[src/rtl/gpio_irq_pkg.sv]
// Package: shared constants for the banked GPIO interrupt controller.
// Assumes eight pins per bank, which the service-register layout depends on.
package gpio_irq_pkg;
    localparam int PINS_PER_BANK = 8;
    localparam int PIN_IDX_W     = $clog2(PINS_PER_BANK);
    localparam int TRIG_W        = 3;
    localparam int CFG_BITS      = PINS_PER_BANK * TRIG_W;
    localparam int GRP_W         = 5;
    localparam int SVC_W         = GRP_W + PIN_IDX_W;
    localparam int DATA_W        = 32;
    localparam int MAX_BANKS     = 16;

    // Trigger codes
    localparam logic [TRIG_W-1:0] TRIG_LVL_LO = 3'd0;
    localparam logic [TRIG_W-1:0] TRIG_LVL_HI = 3'd1;
    localparam logic [TRIG_W-1:0] TRIG_FALL   = 3'd2;
    localparam logic [TRIG_W-1:0] TRIG_RISE   = 3'd3;
    localparam logic [TRIG_W-1:0] TRIG_BOTH   = 3'd4;
    localparam logic [TRIG_W-1:0] TRIG_OFF    = 3'd7;

    // Register regions selected by address bits [7:6]
    localparam logic [1:0] RGN_CFG  = 2'd0;
    localparam logic [1:0] RGN_MASK = 2'd1;
    localparam logic [1:0] RGN_PEND = 2'd2;
    localparam logic [1:0] RGN_SVC  = 2'd3;

    function automatic logic trig_is_edge(input logic [TRIG_W-1:0] code);
        return (code == TRIG_FALL) || (code == TRIG_RISE) || (code == TRIG_BOTH);
    endfunction
endpackage

[src/rtl/gpio_irq_sync.sv]
// Module: two-flop synchronizer for a vector of independent asynchronous
// pin levels. Assumes each bit is a slow, independent level (no bus coherency).
module gpio_irq_sync #(
    parameter int WIDTH = 8
) (
    input  logic             clk_i,
    input  logic             rst_ni,
    input  logic [WIDTH-1:0] async_i,
    output logic [WIDTH-1:0] sync_o
);
    logic [WIDTH-1:0] meta_q;
    logic [WIDTH-1:0] stab_q;

    // Two register stages to resolve metastability
    always_ff @(posedge clk_i) begin
        if (!rst_ni) begin
            meta_q <= '0;
            stab_q <= '0;
        end else begin
            meta_q <= async_i;
            stab_q <= meta_q;
        end
    end

    assign sync_o = stab_q;
endmodule

[src/rtl/gpio_irq_pin_detect.sv]
// Module: trigger detection and pending flag for one pin.
// Assumes lvl_i is already synchronized. The clear strobe wins over hold but
// loses to a new edge arriving in the same cycle.
module gpio_irq_pin_detect
    import gpio_irq_pkg::*;
(
    input  logic              clk_i,
    input  logic              rst_ni,
    input  logic              lvl_i,
    input  logic [TRIG_W-1:0] trig_i,
    input  logic              clr_i,
    output logic              pend_o
);
    logic prev_q;
    logic pend_q;
    logic pend_d;
    logic rise;
    logic fall;
    logic held;

    assign rise = lvl_i & ~prev_q;
    assign fall = ~lvl_i & prev_q;
    assign held = pend_q & ~clr_i;

    // Next pending value chosen by the trigger code
    always_comb begin
        case (trig_i)
            TRIG_LVL_LO: pend_d = ~lvl_i;
            TRIG_LVL_HI: pend_d = lvl_i;
            TRIG_FALL:   pend_d = fall | held;
            TRIG_RISE:   pend_d = rise | held;
            TRIG_BOTH:   pend_d = rise | fall | held;
            default:     pend_d = held;
        endcase
    end

    // Previous-level tracker and pending flag
    always_ff @(posedge clk_i) begin
        if (!rst_ni) begin
            prev_q <= 1'b0;
            pend_q <= 1'b0;
        end else begin
            prev_q <= lvl_i;
            pend_q <= pend_d;
        end
    end

    assign pend_o = pend_q;

    // an edge-latched flag survives any cycle without a clear
    a_r4_edge_hold: assert property (@(posedge clk_i) disable iff (!rst_ni)
        (trig_is_edge(trig_i) && pend_q && !clr_i) |=> pend_q);

    // clearing a rising-edge flag while the pin is low empties it
    a_r3_clear_edge: assert property (@(posedge clk_i) disable iff (!rst_ni)
        (trig_i == TRIG_RISE && clr_i && !lvl_i) |=> !pend_q);

    // level-high mode tracks the synchronized pin one cycle later
    a_r5_level_follow: assert property (@(posedge clk_i) disable iff (!rst_ni)
        (trig_i == TRIG_LVL_HI) |=> (pend_q == $past(lvl_i)));

    // unused codes never raise the flag
    a_r6_off_silent: assert property (@(posedge clk_i) disable iff (!rst_ni)
        (trig_i > TRIG_BOTH && !pend_q) |=> !pend_q);
endmodule

[src/rtl/gpio_irq_bank.sv]
// Module: one bank of eight pins: configuration and mask registers, per-pin
// detectors, and the active (pending and unmasked) vector.
// Assumes one-hot write strobes from the top-level decoder.
module gpio_irq_bank
    import gpio_irq_pkg::*;
(
    input  logic                     clk_i,
    input  logic                     rst_ni,
    input  logic [PINS_PER_BANK-1:0] lvl_i,
    input  logic                     cfg_we_i,
    input  logic                     mask_we_i,
    input  logic                     pend_we_i,
    input  logic [DATA_W-1:0]        wdata_i,
    output logic [CFG_BITS-1:0]      cfg_o,
    output logic [PINS_PER_BANK-1:0] mask_o,
    output logic [PINS_PER_BANK-1:0] pend_o,
    output logic [PINS_PER_BANK-1:0] act_o
);
    logic [CFG_BITS-1:0]      cfg_q;
    logic [PINS_PER_BANK-1:0] mask_q;
    logic [PINS_PER_BANK-1:0] clr;
    logic [PINS_PER_BANK-1:0] pend;

    // Configuration and mask registers; reset disables and masks every pin
    always_ff @(posedge clk_i) begin
        if (!rst_ni) begin
            cfg_q  <= '1;
            mask_q <= '1;
        end else begin
            if (cfg_we_i)  cfg_q  <= wdata_i[CFG_BITS-1:0];
            if (mask_we_i) mask_q <= wdata_i[PINS_PER_BANK-1:0];
        end
    end

    // Write-one-to-clear strobes for the pending bits
    assign clr = pend_we_i ? wdata_i[PINS_PER_BANK-1:0] : '0;

    for (genvar p = 0; p < PINS_PER_BANK; p++) begin : g_pin
        gpio_irq_pin_detect u_det (
            .clk_i  (clk_i),
            .rst_ni (rst_ni),
            .lvl_i  (lvl_i[p]),
            .trig_i (cfg_q[p*TRIG_W +: TRIG_W]),
            .clr_i  (clr[p]),
            .pend_o (pend[p])
        );
    end

    assign cfg_o  = cfg_q;
    assign mask_o = mask_q;
    assign pend_o = pend;
    assign act_o  = pend & ~mask_q;

    // state right after reset is release
    a_r1_reset_values: assert property (@(posedge clk_i) disable iff (!rst_ni)
        $past(!rst_ni) |-> ((&mask_q) && (&cfg_q) && (pend == '0)));

    // a configuration write lands in the next cycle
    a_r2_cfg_write: assert property (@(posedge clk_i) disable iff (!rst_ni)
        cfg_we_i |=> (cfg_q == $past(wdata_i[CFG_BITS-1:0])));
endmodule

[src/rtl/gpio_irq_prio.sv]
// Module: fixed-priority encoder that turns the active pin vector into the
// service code {group, pin}. The lowest bank wins, then the lowest pin.
// Assumes NUM_BANKS fits in the group field.
module gpio_irq_prio
    import gpio_irq_pkg::*;
#(
    parameter int NUM_BANKS = 4
) (
    input  logic                               clk_i,
    input  logic                               rst_ni,
    input  logic [NUM_BANKS*PINS_PER_BANK-1:0] act_i,
    output logic [SVC_W-1:0]                   svc_o
);
    localparam int NPINS = NUM_BANKS * PINS_PER_BANK;

    logic [GRP_W-1:0]     grp;
    logic [PIN_IDX_W-1:0] pin;

    // Scan from the top down so the lowest index is written last
    always_comb begin
        grp = '0;
        pin = '0;
        for (int b = NUM_BANKS - 1; b >= 0; b--) begin
            for (int p = PINS_PER_BANK - 1; p >= 0; p--) begin
                if (act_i[b*PINS_PER_BANK + p]) begin
                    grp = GRP_W'(b + 1);
                    pin = PIN_IDX_W'(p);
                end
            end
        end
    end

    assign svc_o = {grp, pin};

    // Flat index of the source the service code names, for checking
    int named_idx;
    always_comb begin
        named_idx = 0;
        if (grp != '0) named_idx = (int'(grp) - 1) * PINS_PER_BANK + int'(pin);
    end

    // a nonzero group always names an active pin
    a_r9_svc_names_active: assert property (@(posedge clk_i) disable iff (!rst_ni)
        (grp != '0) |-> (named_idx < NPINS && act_i[named_idx]));

    // group zero only when nothing is active
    a_r9_svc_idle: assert property (@(posedge clk_i) disable iff (!rst_ni)
        (grp == '0) |-> (act_i == '0));
endmodule

[src/rtl/gpio_irq_ctrl.sv]
// Module: top of the banked GPIO interrupt controller. It synchronizes pins,
// decodes the register bus, instantiates the banks and the priority encoder,
// and drives the combined interrupt.
// Assumes single-cycle bus accesses and reads taken combinationally from the address.
module gpio_irq_ctrl
    import gpio_irq_pkg::*;
#(
    parameter int NUM_BANKS = 4,
    parameter int ADDR_W    = 8
) (
    input  logic                               clk_i,
    input  logic                               rst_ni,
    input  logic [NUM_BANKS*PINS_PER_BANK-1:0] pins_i,
    input  logic                               bus_sel_i,
    input  logic                               bus_we_i,
    input  logic [ADDR_W-1:0]                  bus_addr_i,
    input  logic [DATA_W-1:0]                  bus_wdata_i,
    output logic [DATA_W-1:0]                  bus_rdata_o,
    output logic                               irq_o
);
    localparam int NPINS  = NUM_BANKS * PINS_PER_BANK;
    localparam int BIDX_W = $clog2(MAX_BANKS);

    initial assert (NUM_BANKS >= 1 && NUM_BANKS <= MAX_BANKS && ADDR_W >= 8);

    logic [NPINS-1:0]         pins_sync;
    logic [NPINS-1:0]         act;
    logic [SVC_W-1:0]         svc;
    logic [1:0]               region;
    logic [BIDX_W-1:0]        bidx;
    logic                     upper_zero;
    logic                     wr;
    logic [CFG_BITS-1:0]      cfg_a  [NUM_BANKS];
    logic [PINS_PER_BANK-1:0] mask_a [NUM_BANKS];
    logic [PINS_PER_BANK-1:0] pend_a [NUM_BANKS];

    assign region = bus_addr_i[7:6];
    assign bidx   = bus_addr_i[5:2];

    // Address bits above the decoded window must be zero for a hit
    if (ADDR_W > 8) begin : g_upper
        assign upper_zero = ~|bus_addr_i[ADDR_W-1:8];
    end else begin : g_no_upper
        assign upper_zero = 1'b1;
    end

    assign wr = bus_sel_i & bus_we_i & upper_zero;

    gpio_irq_sync #(.WIDTH(NPINS)) u_sync (
        .clk_i   (clk_i),
        .rst_ni  (rst_ni),
        .async_i (pins_i),
        .sync_o  (pins_sync)
    );

    for (genvar b = 0; b < NUM_BANKS; b++) begin : g_bank
        logic hit;
        assign hit = wr && (bidx == BIDX_W'(b));

        gpio_irq_bank u_bank (
            .clk_i     (clk_i),
            .rst_ni    (rst_ni),
            .lvl_i     (pins_sync[b*PINS_PER_BANK +: PINS_PER_BANK]),
            .cfg_we_i  (hit && region == RGN_CFG),
            .mask_we_i (hit && region == RGN_MASK),
            .pend_we_i (hit && region == RGN_PEND),
            .wdata_i   (bus_wdata_i),
            .cfg_o     (cfg_a[b]),
            .mask_o    (mask_a[b]),
            .pend_o    (pend_a[b]),
            .act_o     (act[b*PINS_PER_BANK +: PINS_PER_BANK])
        );
    end

    gpio_irq_prio #(.NUM_BANKS(NUM_BANKS)) u_prio (
        .clk_i  (clk_i),
        .rst_ni (rst_ni),
        .act_i  (act),
        .svc_o  (svc)
    );

    // Read multiplexer: region first, then the bank slot
    always_comb begin
        bus_rdata_o = '0;
        if (upper_zero) begin
            if (region == RGN_SVC) begin
                if (bidx == '0) bus_rdata_o = DATA_W'(svc);
            end else begin
                for (int b = 0; b < NUM_BANKS; b++) begin
                    if (bidx == BIDX_W'(b)) begin
                        case (region)
                            RGN_CFG:  bus_rdata_o = DATA_W'(cfg_a[b]);
                            RGN_MASK: bus_rdata_o = DATA_W'(mask_a[b]);
                            default:  bus_rdata_o = DATA_W'(pend_a[b]);
                        endcase
                    end
                end
            end
        end
    end

    // Combined request: any active source
    assign irq_o = |act;

    // the OR path and the priority path agree on activity
    a_r8_irq_matches_svc: assert property (@(posedge clk_i) disable iff (!rst_ni)
        irq_o == (svc[SVC_W-1:PIN_IDX_W] != '0));
endmodule

[config.mk]
export PLATFORM = sky130hd
export DESIGN_NAME = gpio_irq_ctrl
export DESIGN_NICKNAME = d
export VERILOG_FILES = /design/src/rtl/gpio_irq_pkg.sv /design/src/rtl/gpio_irq_sync.sv /design/src/rtl/gpio_irq_pin_detect.sv /design/src/rtl/gpio_irq_bank.sv /design/src/rtl/gpio_irq_prio.sv /design/src/rtl/gpio_irq_ctrl.sv
export SDC_FILE = /design/constraint.sdc
export NUM_CORES = 1
export LEC_CHECK = 0
export ABC_CLOCK_PERIOD_IN_PS = 1600
export BUFFER_PORTS_ARGS = -buffer_cell sky130_fd_sc_hd__buf_2
export CAP_MARGIN = 20
export CORE_MARGIN = 2
export CORE_UTILIZATION = 50
export CTS_CLUSTER_SIZE = 14
export DETAILED_ROUTE_END_ITERATION = 6
export GPL_TIMING_DRIVEN = 0
export PLACE_DENSITY = 0.76
export SLEW_MARGIN = 25
export SYNTH_ARGS = -nofsm -noshare
export SYNTH_HDL_FRONTEND = slang
export SYNTH_SLANG_ARGS = --single-unit
[constraint.sdc]
create_clock -name clk_i -period 1.6 [get_ports clk_i]
set_input_delay 0.08 -clock clk_i [delete_from_list [all_inputs] [get_ports clk_i]]
set_output_delay 0.08 -clock clk_i [all_outputs]
set_load 0.02 [all_outputs]
### Word-level counts from Yosys, hierarchy flattened

Cells that the tools add are included.

| storage, ports and cells | value |
|---|---|
| memory bits (read-only) | 0 |
| bits in latches | 0 |
| memories | 0 |
| bits of input ports | 76 |
| output and inout port bits | 33 |
| bits in registers | 256 |
| word-level logic and storage cells | 698 |
| RAM bits | 0 |

| operators by class | value |
|---|---|
| div/mod/pow operators | 0 |
| equal/unequal tests | 134 |
| muxes and demuxes | 110 |
| bitwise operators | 329 |
| order comparisons | 0 |
| $add $sub $neg | 0 |
| reductions and logical operators | 51 |
| shift-type cells | 0 |
| multiply operators | 0 |

Operator list:

| kind | count |
|---|---|
| $eq A3 B2 Y1 const B | 64 |
| $mux W3 | 64 |
| $pmux W24 S2 | 4 |
| $mux W32 | 5 |
| $pmux W1 S5 | 32 |
| $or A1 B1 Y1 | 128 |
| $and A1 B1 Y1 | 97 |
| $eq A3 B1 Y1 const B | 32 |
| $eq A3 B3 Y1 const B | 32 |
| $logic_not A3 Y1 | 32 |
| $not A1 Y1 | 96 |
| $mux W8 | 5 |
| $and A8 B8 Y8 | 4 |
| $not A8 Y8 | 4 |
| $reduce_or A32 Y1 | 1 |
| $logic_and A1 B1 Y1 | 16 |
| $eq A4 B2 Y1 const B | 2 |
| $eq A2 B2 Y1 const B | 2 |
| $eq A4 B1 Y1 const B | 1 |
| $logic_not A4 Y1 | 1 |
| $eq A2 B1 Y1 const B | 1 |
| $logic_not A2 Y1 | 1 |

### Logic depth before layout (Yosys ltp)

| logic depth | value |
|---|---|
| depth in word-level cells | 36 |
| gate-level depth with buffers | 9 |
| depth with buffers taken out | 7 |

### Modules after synthesis

A second synthesis with hierarchy kept.

| unflattened totals | value |
|---|---|
| cells, all modules | 1378 |
| area total of the unflattened synthesis | 13160.1 um2 |

Modules (own cells, without submodules):

| module | sequential area each (um2) | instances | area each (um2) | cells an instance |
|---|---|---|---|---|
| gpio_irq_bank | 640.6 | 4 | 1261.2 | 119 |
| gpio_irq_pin_detect | 40.0 | 32 | 132.6 | 15 |
| gpio_irq_sync | 1281.2 | 1 | 1791.7 | 134 |
| gpio_irq_ctrl | 0.0 | 1 | 1677.9 | 222 |
| gpio_irq_prio | 0.0 | 1 | 401.6 | 66 |

### Least setup slack after synthesis

OpenSTA, ideal clock, no wires.

| path | value |
|---|---|
| kind | in2out |
| start | in bus_addr_i[2] |
| end | out bus_rdata_o[17] |
| arrival | 1912 ps |
| cell stages on the path | 6 |
| path buffers | 3 |
| data required time | 1520 ps |
| path slack | -392 ps |
| cell sequence | buf_2 nand3_1 buf_2 buf_1 nor2_1 a2111oi_0 |

| on the way | value |
|---|---|
| word-level cells in the longest chain between the ends | 6 |
| elaborated cells on any way between the ends | 9 |
| classes of those cells | eq/ne (3); mux (5); reduce/logical (1) |

Ends and longest elaborated chain:

| item | RTL line | RTL |
|---|---|---|
| from (decl) | gpio_irq_ctrl.sv:16 | `input logic [ADDR_W-1:0] bus_addr_i,` |
| $logic_not A4 Y1 | gpio_irq_ctrl.sv:90 | `if (bidx == BIDX_W'(b)) begin` |
| $mux W32 (3 in a row) | gpio_irq_ctrl.sv:90 |  |
| $mux W32 (*) | gpio_irq_ctrl.sv:90 |  |
| $mux W32 (*) | gpio_irq_ctrl.sv:86 | `if (region == RGN_SVC) begin` |
| to (decl) | gpio_irq_ctrl.sv:18 | `output logic [DATA_W-1:0] bus_rdata_o,` |

Mark *: on every way between the ends. The rest lies on a longest branch, timed or not.

### Worst setup path in the final report

| path | value |
|---|---|
| start | reg g_bank[3].u_bank.g_pin[3].u_det.pend_q |
| end | out bus_rdata_o[0] |

| on the way | value |
|---|---|
| word-level cells in the longest chain between the ends | 31 |

Ends and longest elaborated chain:

| item | RTL line | RTL |
|---|---|---|
| from (decl) | gpio_irq_pin_detect.sv:15 | `logic pend_q;` |
| from (signal assigned) | gpio_irq_pin_detect.sv:44 | `pend_q <= pend_d;` |
| $and A8 B8 Y8 | gpio_irq_bank.sv:52 | `assign act_o = pend & ~mask_q;` |
| $mux W3 (28 in a row) | gpio_irq_prio.sv:25 | `if (act_i[b*PINS_PER_BANK + p]) begin` |
| $mux W8 | gpio_irq_ctrl.sv:87 | `if (bidx == '0) bus_rdata_o = DATA_W'(svc);` |
| $mux W32 | gpio_irq_ctrl.sv:86 |  |

No other way between the ends.

==> flow_summary_export.csv <==
group,metric,value,unit
outcome,outcome,"finished, violations left",
outcome,violations,"negative setup slack",
pwr,peakVddDrop,0.869,mV
synth,syn_area,12700,um^2
timing,worstMarginPinSlew,0.999,ns
floorplanning,die_y,163,um
cells_and_area,finalNetCount,1967,
setup_path,cp.required,1.52,ns
synth,synthTopCellsByArea,"dfxtp_1 (41%), nand2_1 (11%), ha_1 (6.3%)",
timing,setup_slack,-0.906,ns
floorplanning,io_pins,109,
timing,max_clock_freq,0.399,GHz
synth,synth_top_area_share,40.5,%
clock_tree,tritoncts,"yes",
job,cap_violations,0,
global_routing,groute.usage.overall,34.5,%
clock_tree,cts_max_path_buffers,3,
clock_tree,clk_pin_slew,0.06,ns
synth,yosysWarnings,0,
setup_path,r2r-end,"g_bank[2].u_bank.g_pin[5].u_det.pend_o",
drt,via_per_inst,5.86,
setup_path,r2r_cells,7,
timing,hold_viol_final,0,
floorplanning,start_util,50.5,%
clock_tree,clock_latency,0.54,ns
drt,wl,46000,um
setup_path,regToRegStartpoint,"u_sync.sync_o[21]",
pwr,leakage,7.13,nW
setup_path,worstPathMaxFanout,4,
placement,globalplace.congestion,0.968,
timing,rsz0062_at_grt,"true",
synth,yosys_most_used_dff,"dfxtp_1",
synth,synth_common_cells,"nand2_1 (354), dfxtp_1 (256), nand3_1 (126), nor2_1 (114), inv_1 (81)",
placement,postPlaceCellArea,13600,um^2
synth,synth.distinct_cells,60,
synth,seq_area_frac_synth,40.5,%
floorplanning,die_width,163,um
synth,synth-edff-count,0,
clock_tree,h-tree-depth,1,
drt,drt_iter0_markers,1241,
clock_tree,cts_made_buffers,27,
setup_path,crit_type,"flop to output pin",
drt,final_antenna_net_count,0,
hold_path,holdPathEnd,"g_bank[0].u_bank.g_pin[5].u_det.pend_o",
floorplanning,coreArea,25000,um^2
timing,fin_crit_sh,157,%
global_routing,antenna_found_initial,1,
synth,yosysMostFrequentCell,"nand2_1",
clock_tree,root_buffer,"clkbuf_16",
cells_and_area,syn_to_final_growth,29.3,%
synth,synth_area_per_cell,7.89,um^2
floorplanning,die-area,26600,um^2
synth,synthArstFlopShare,0,%
placement,hpwl,32900,um
cells_and_area,drive_gt1_share,22.5,%
cells_and_area,fin_util,65.3,%
timing,slew_violations,0,
drt,wire_per_inst,21.1,um
timing,setup_viol,25,
drt,firstDrtPassIters,6,
timing,max_slew_margin,33.4,%
timing,period_needed,2.51,ns
drt,num_vias,12700,
setup_path,cp-start-kind,"flop",
hold_path,hold_start,"rst_ni",
synth,yosys.area.top_type,"dfxtp_1",
setup_path,crit_path_start,"g_bank[3].u_bank.g_pin[3].u_det.pend_o",
cells_and_area,design_area,16400,um^2
synth,synth_cells,1604,
setup_path,cp-end-kind,"output pin",
timing,fin_skew,0.00729,ns
setup_path,critPathArrivalTime,2.43,ns
synth,ys_seq_elements,256,
global_routing,grt_pass1_wl,69400,um
placement,buffer_ports.inserted,88,
global_routing,grt_max_degree,15,
global_routing,overflow,0,
drt,drc,0,
global_routing,grt_pass1_vias,12200,
clock_tree,clkSinkCount,256,
pwr,powerDensity,888,nW/um^2
hold_path,hold_path_class,"primary input to flop",
setup_path,r2r_setup_slack,0.12,ns
floorplanning,num_rows,58,
hold_path,hold_path_depth,3,
## cells in the final DEF, fill, tap and decap left out, types with 28 or more instances in the layout
master / instances
nand2_1: 352
dfxtp_1: 183
nand3_1: 125
nor2_1: 103
buf_2: 83
inv_1: 78
nor3_1: 66
and2_1: 65
buf_4: 64
ha_1: 64
dlygate4sd3_1: 56
o21ai_0: 52
clkbuf_1: 50
a21oi_1: 48
dfxtp_2: 46
o22ai_1: 34
xnor2_1: 29
clkbuf_16: 28
## sequential cells by signal, summed over array words and instances (netlist names)
| name | flops |
|---|---|
| g_bank.u_bank.cfg_o | 96 |
| g_bank.u_bank.g_pin.u_det.pend_o | 32 |
| g_bank.u_bank.g_pin.u_det.prev_q | 32 |
| g_bank.u_bank.mask_o | 32 |
| u_sync.meta_q | 32 |
| u_sync.sync_o | 32 |
## through the flow
| step | std cells | total power [mW] | TNS, ns | hold WS (ns) | setup WS [ns] |
|---|---|---|---|---|---|
| floorplan | 1611 | 7.30 | -2.11 | 0.204 | -0.145 |
| finish | 2177 | 14.5 | -6.40 | 0.0855 | -0.906 |
| detailed placement | 2030 | 7.75 | -77.86 | 0.289 | -0.689 |
| global placement | 2029 | 7.72 | -82.86 | 0.284 | -1.20 |
| global route | 2177 | 14.9 | -7.30 | 0.103 | -0.928 |
| CTS | 2170 | 14.5 | -6.66 | 0.0712 | -0.829 |
## area by class of cell
class | count | area, um^2
fill | 2062 | 8680
multi-input combinational | 1182 | 7390
sequential | 256 | 5280
timing repair buffer | 187 | 1440
clock buffer | 38 | 787
buffer | 91 | 581
tap | 330 | 413
inverter | 82 | 308
clock inverter | 10 | 155
antenna | 1 | 2.50
## kinds of logic (layout without fill, tap and decap cells)
kind of cell               count (synthesis)  after routing  share of synthesized area [%]
and+or+nand+nor                          807            807                           29.2
DFF                                      256            256                           40.5
AOI/OAI and AO/OA                        234            234                           12.0
buffers and inverters                    173            408                           5.85
adders and majority gates                 64             64                           6.33
muxes                                     37             37                           3.85
xor gates and xnor gates                  32             32                           2.22
other                                      1              9                         0.0296
## timing repair
action                                 in CTS  in global routing
hold buffers                               56                  0
setup endpoints to repair                  46                 43
endpoints found under the hold margin     111                  0
setup buffers                              34                  6
resized for setup                         243                 47
pin swaps                                  51                 15
gates cloned                                2                  0
## power by group
part	switching, mW	leakage (nW)	internal (mW)
registers	0.0752	2.07	6.44
clock network	2.60	0.460	4.05
logic	0.796	4.60	0.555
## layer usage
layer	wire, um	track usage (%)
met1	18100	44.4
met4	2940	18.9
met3	4410	5.51
met5	0	0
met2	20500	55.5
## critical path, stage by stage (launching register included)
cell and delay (ns):
dfxtp_2 0.34, nor2b_2 0.18, a311oi_2 0.33, o2111ai_2 0.20
a221oi_2 0.33, a2111oi_2 0.08, a211o_1 0.27, buf_6 0.14
## how the worst max path moves through the flow
stage,to,cells past startpoint
4_1_cts,bus_rdata_o[0],7
2_1_floorplan,bus_rdata_o[10],5
6_report,bus_rdata_o[0],7
3_3_place_gp,g_bank[2].u_bank.g_pin[7].u_det.pend_o,7
5_1_grt,bus_rdata_o[0],7
3_5_place_dp,g_bank[0].u_bank.g_pin[4].u_det.pend_o,7
(Power assumes the default switching activity.)
